## config.mk

```make
export PLATFORM = sky130hd
export DESIGN_NAME = edge_reset_gen
export DESIGN_NICKNAME = d
export VERILOG_FILES = /design/src/rtl/rstgen_pkg.sv /design/src/rtl/reset_ctrl.sv /design/src/rtl/reset_chains.sv /design/src/rtl/edge_reset_gen.sv
export SDC_FILE = /design/constraint.sdc
export NUM_CORES = 1
export LEC_CHECK = 0
export ABC_AREA = 0
export ABC_CLOCK_PERIOD_IN_PS = 800
export BUFFER_PORTS_ARGS = -buffer_cell sky130_fd_sc_hd__buf_2
export CORE_AREA = 2 2 39 41
export CTS_CLUSTER_SIZE = 30
export DETAILED_ROUTE_END_ITERATION = 6
export DIE_AREA = 0 0 41 43
export PLACE_DENSITY_LB_ADDON = 0.05
export SLEW_MARGIN = 20
export SYNTH_ARGS = -nofsm -noshare
export SYNTH_HDL_FRONTEND = slang
export SYNTH_SLANG_ARGS = --single-unit
```

## constraint.sdc

```tcl
create_clock -name clk -period 0.8 [get_ports clk]
set_input_delay 0.04 -clock clk [delete_from_list [all_inputs] [get_ports clk]]
set_output_delay 0.04 -clock clk [all_outputs]
set_load 0.01 [all_outputs]
```

## src/rtl/rstgen_pkg.sv

```systemverilog
package rstgen_pkg;

  // Strobes handed from the control side to the release datapath.
  typedef struct packed {
    logic chainClrN;  // asynchronous clear for the release chains
    logic holdPos;    // software hold for the rising-edge-flop output
    logic holdNeg;    // software hold for the falling-edge-flop output
    logic bypass;     // scan: outputs follow the board reset
  } rstStrobes_t;

endpackage

```

## src/rtl/reset_ctrl.sv

```systemverilog
module reset_ctrl
  import rstgen_pkg::*;
(
  input  logic        clk,
  input  logic        extRstN,
  input  logic        swRst,
  input  logic        scanMode,
  output rstStrobes_t strobes
);

  // During scan the chains are kept out of reset so that they can be controlled.
  logic clrN;
  assign clrN = extRstN | scanMode;

  logic holdPosQ;
  logic holdNegQ;

  // Software request sampled on the release edge of each output.
  always_ff @(negedge clk or negedge clrN) begin
    if (!clrN) holdPosQ <= 1'b0;
    else       holdPosQ <= swRst;
  end

  always_ff @(posedge clk or negedge clrN) begin
    if (!clrN) holdNegQ <= 1'b0;
    else       holdNegQ <= swRst;
  end

  always_comb begin
    strobes.chainClrN = clrN;
    strobes.holdPos   = holdPosQ;
    strobes.holdNeg   = holdNegQ;
    strobes.bypass    = scanMode;
  end

endmodule

```

## src/rtl/reset_chains.sv

```systemverilog
module reset_chains
  import rstgen_pkg::*;
#(
  parameter int STAGES = 2
) (
  input  logic        clk,
  input  logic        extRstN,
  input  rstStrobes_t strobes,
  output logic        rstPosN,
  output logic        rstNegN
);

  localparam int LAST = STAGES - 1;
  localparam int NUM_OUTS = 2;  // index 0: falling-edge release, 1: rising-edge release

  logic clrN;
  assign clrN = strobes.chainClrN;

  logic [NUM_OUTS-1:0] chainDone;

  for (genvar g = 0; g < NUM_OUTS; g++) begin : g_chain
    logic [LAST:0] stageQ;
    if (g == 0) begin : g_fall
      always_ff @(negedge clk or negedge clrN) begin
        if (!clrN) stageQ <= '0;
        else       stageQ <= {stageQ[LAST-1:0], 1'b1};
      end
    end else begin : g_rise
      always_ff @(posedge clk or negedge clrN) begin
        if (!clrN) stageQ <= '0;
        else       stageQ <= {stageQ[LAST-1:0], 1'b1};
      end
    end
    assign chainDone[g] = stageQ[LAST];
  end

  always_comb begin
    if (strobes.bypass) begin
      rstPosN = extRstN;
      rstNegN = extRstN;
    end else begin
      rstPosN = chainDone[0] & ~strobes.holdPos;
      rstNegN = chainDone[1] & ~strobes.holdNeg;
    end
  end

endmodule

```

## src/rtl/edge_reset_gen.sv

```systemverilog
module edge_reset_gen
  import rstgen_pkg::*;
#(
  parameter int STAGES = 2
) (
  input  logic clk,
  input  logic extRstN,
  input  logic swRst,
  input  logic scanMode,
  output logic rstPosN,
  output logic rstNegN
);

  rstStrobes_t strobes;

  reset_ctrl u_ctrl (
    .clk      (clk),
    .extRstN  (extRstN),
    .swRst    (swRst),
    .scanMode (scanMode),
    .strobes  (strobes)
  );

  reset_chains #(.STAGES(STAGES)) u_chains (
    .clk      (clk),
    .extRstN  (extRstN),
    .strobes  (strobes),
    .rstPosN  (rstPosN),
    .rstNegN  (rstNegN)
  );

endmodule

```

==> reports/metrics.yaml <==
placement:
  hpwl_um: 254
  io_buffers: 5
  gp_congestion: 0.520
layout:
  nFillCells: 159
  syn_to_final_growth_pct: 52.0
  antenna_cells: 0
  multiInputGateArea_um2: 47.5
  drive_above_1_share_pct: 40.0
  ff_latch_area_um2: 150
  final_nets: 30
run_status:
  outcome: "finished, violations left"
  violations: "hold timing, setup timing"
logic_synthesis:
  synthCells: 13
  yosys_warnings: 0
  synth_top_area_share_pct: 39.5
  ys_types: 8
  synth_adder_area_share_pct: 0
  synth_top_area_cell: "dfrtn_1"
  avgSynthCellArea_um2: 14.6
  synth_seq_cells: 6
  synth-edff-count: 0
  async_reset_ff_share_pct: 100
  synth_top_family_by_area: "simple AND/OR/NAND/NOR gates"
  synthFlopType: "dfrtp_1"
  synth-simple-area-share_pct: 11.8
  synth_seq_area_share_pct: 78.9
  synthMuxAreaShare_pct: 0
  netlist_area_um2: 190
  synth_area_leaders: "dfrtn_1, dfrtp_1, nand2b_1, o21ai_2, or2_1"
  ys_top_cells_by_count: "dfrtn_1, dfrtp_1, nand2b_1"
  synthXorXnorAreaFrac_pct: 0
  synth_compound_area_share_pct: 7.24
clock_network:
  clock_path_buffers: 2
  cts_made_buffers: 3
  ctsResizeCount: 0
  holdBufCountCts: 2
  htree_levels: 1
  clk_pin_slew_ps: 40
  root_buffer: "clkbuf_4"
  cts_tree: "done"
  clk_latency_ps: 240
  clock_sinks: 6
floorplanning:
  pin_count: 6
  die_w_um: 41
  row_count: 14
  core_area_mm2: 0.00138
  start_util_pct: 13.7
  fp.dieH_um: 43
  die-area_mm2: 0.00176
routing:
  via_per_inst: 3.10
  drc: 0
  met2_length_um: 173
  wl_met3_um: 20
  drt_iter0_drc: 0
  drtPass1Iterations: 1
  ant_nets: 0
  dr.max_layer_used: "met3"
  wl_per_cell_um: 8.22
  routed_wl_um: 337
  routed-via-count: 127
  met1Wirelength_um: 143
global_route:
  grt_pass1_wl_um: 579
  grt_max_degree: 5
  antenna_found_initial: 0
  grt-ovfl-total: 0
  grt_pass1_vias: 153
  grt_use_total_pct: 5.86
sta:
  setup_ws_ps: -576
  setup_violations: 2
  finalHoldViolCount: 3
  fin_worst_skew_ps: 3.32
  hold_ws_ps: -14.5
  rsz0062_at_grt: "yes"
  fin_setup_tns_ps: -678
  slew_violations: 0
setup_path:
  worstSetupPathType: "flop to output pin"
  critPathCaptureType: "output pin"
  crit_path_max_fanout: 1
  worstSetupStartpointType: "flop"
  critPathArrivalTime_ps: 1340
  required_ps: 760
pwr:
  ir_drop_mv: 0.646
  leakage_nw: 0.130
  finalPower_mw: 0.669
  powerDensity_mw_per_mm2: 2320
hold_path:
  hp-class: "primary input to async pin"
flow_run:
  maxCapViolCount: 0
## final timing paths
| check | from | to | slack, ps | cells past startpoint |
|---|---|---|---|---|
| worst max-delay path | u_chains.g_chain[0].stageQ[1] | rstPosN | -580 | 3 |
| max in group asynchronous | scanMode | u_chains.g_chain[1].stageQ[1] | 250 | 3 |
| min in group clk | swRst | u_ctrl.holdPosQ | 190 | 1 |
| worst min register to register | u_chains.g_chain[0].stageQ[0] | u_chains.g_chain[0].stageQ[1] | 300 | 0 |
| worst max register to register | u_chains.g_chain[0].stageQ[0] | u_chains.g_chain[0].stageQ[1] | 330 | 0 |
| worst min-delay path | extRstN | u_ctrl.holdPosQ | -10 | 2 |
## layout make-up
| class | instances | share of cell area, % |
|---|---|---|
| Timing Repair Buffer | 7 | 15.6 |
| Sequential cell | 6 | 51.9 |
| Tap cell | 16 | 6.93 |
| Clock buffer | 4 | 9.09 |
| Multi-Input combinational cell | 8 | 16.5 |
## worst max-delay path, stage by stage, from the launching register on
cell      delay (ps)
dfrtn_1          380
nand2b_1          60
o21ai_2          110
buf_2            140
## state kept, by name (all words and copies together) (netlist names)
| register | count |
|---|---|
| u_ctrl.holdNegQ | 1 |
| u_ctrl.holdPosQ | 1 |
| u_chains.g_chain.stageQ | 4 |
## layer usage
layer / up-vias / GRT usage, %
li1: 62 / -
met1: 60 / 5.59
met2: 5 / 7.19
met3: 0 / 3.14
met4: 0 / 8.00
met5: - / 0
## repair_timing
action	in CTS	in global routing
buffers inserted	0	0
gates cloned	0	0
hold endpoints to repair	4	1
pin swaps	0	0
endpoints found under the setup margin	2	2
## where the power goes
group	total, mW	internal, mW	switching (mW)
clock	0.293	0.189	0.105
sequential	0.326	0.321	0.00521
combinational	0.0496	0.0245	0.0251
## through the flow
stage               worst slack [ps]  std cells  instance area, µm²  utilization [%]
finish                          -576         41                 289             20.9
global route                    -654         41                 289             20.9
CTS                             -600         41                 289             20.9
detailed placement              -324         35                 243             17.5
global placement                -308         35                 243             17.5
floorplan                       -214         14                 198                -
## kinds of logic (layout without fill, tap and decap cells)
family | after synthesis | count (layout)
buffers and inverters | 0 | 11
other | 1 | 2
AO/OA/AOI/OAI | 2 | 2
AND/OR/NAND/NOR | 4 | 4
flip-flops | 6 | 6
## layout by cell type, fill, tap and decap left out, drive strengths merged
cell / n
conb: 2
buf: 5
dfrtp: 3
o21ai: 2
or2: 1
dfrtn: 3
nand2: 1
nand2b: 2
clkbuf: 4
dlygate4sd3: 2
Power figures use the tool's default switching activity.
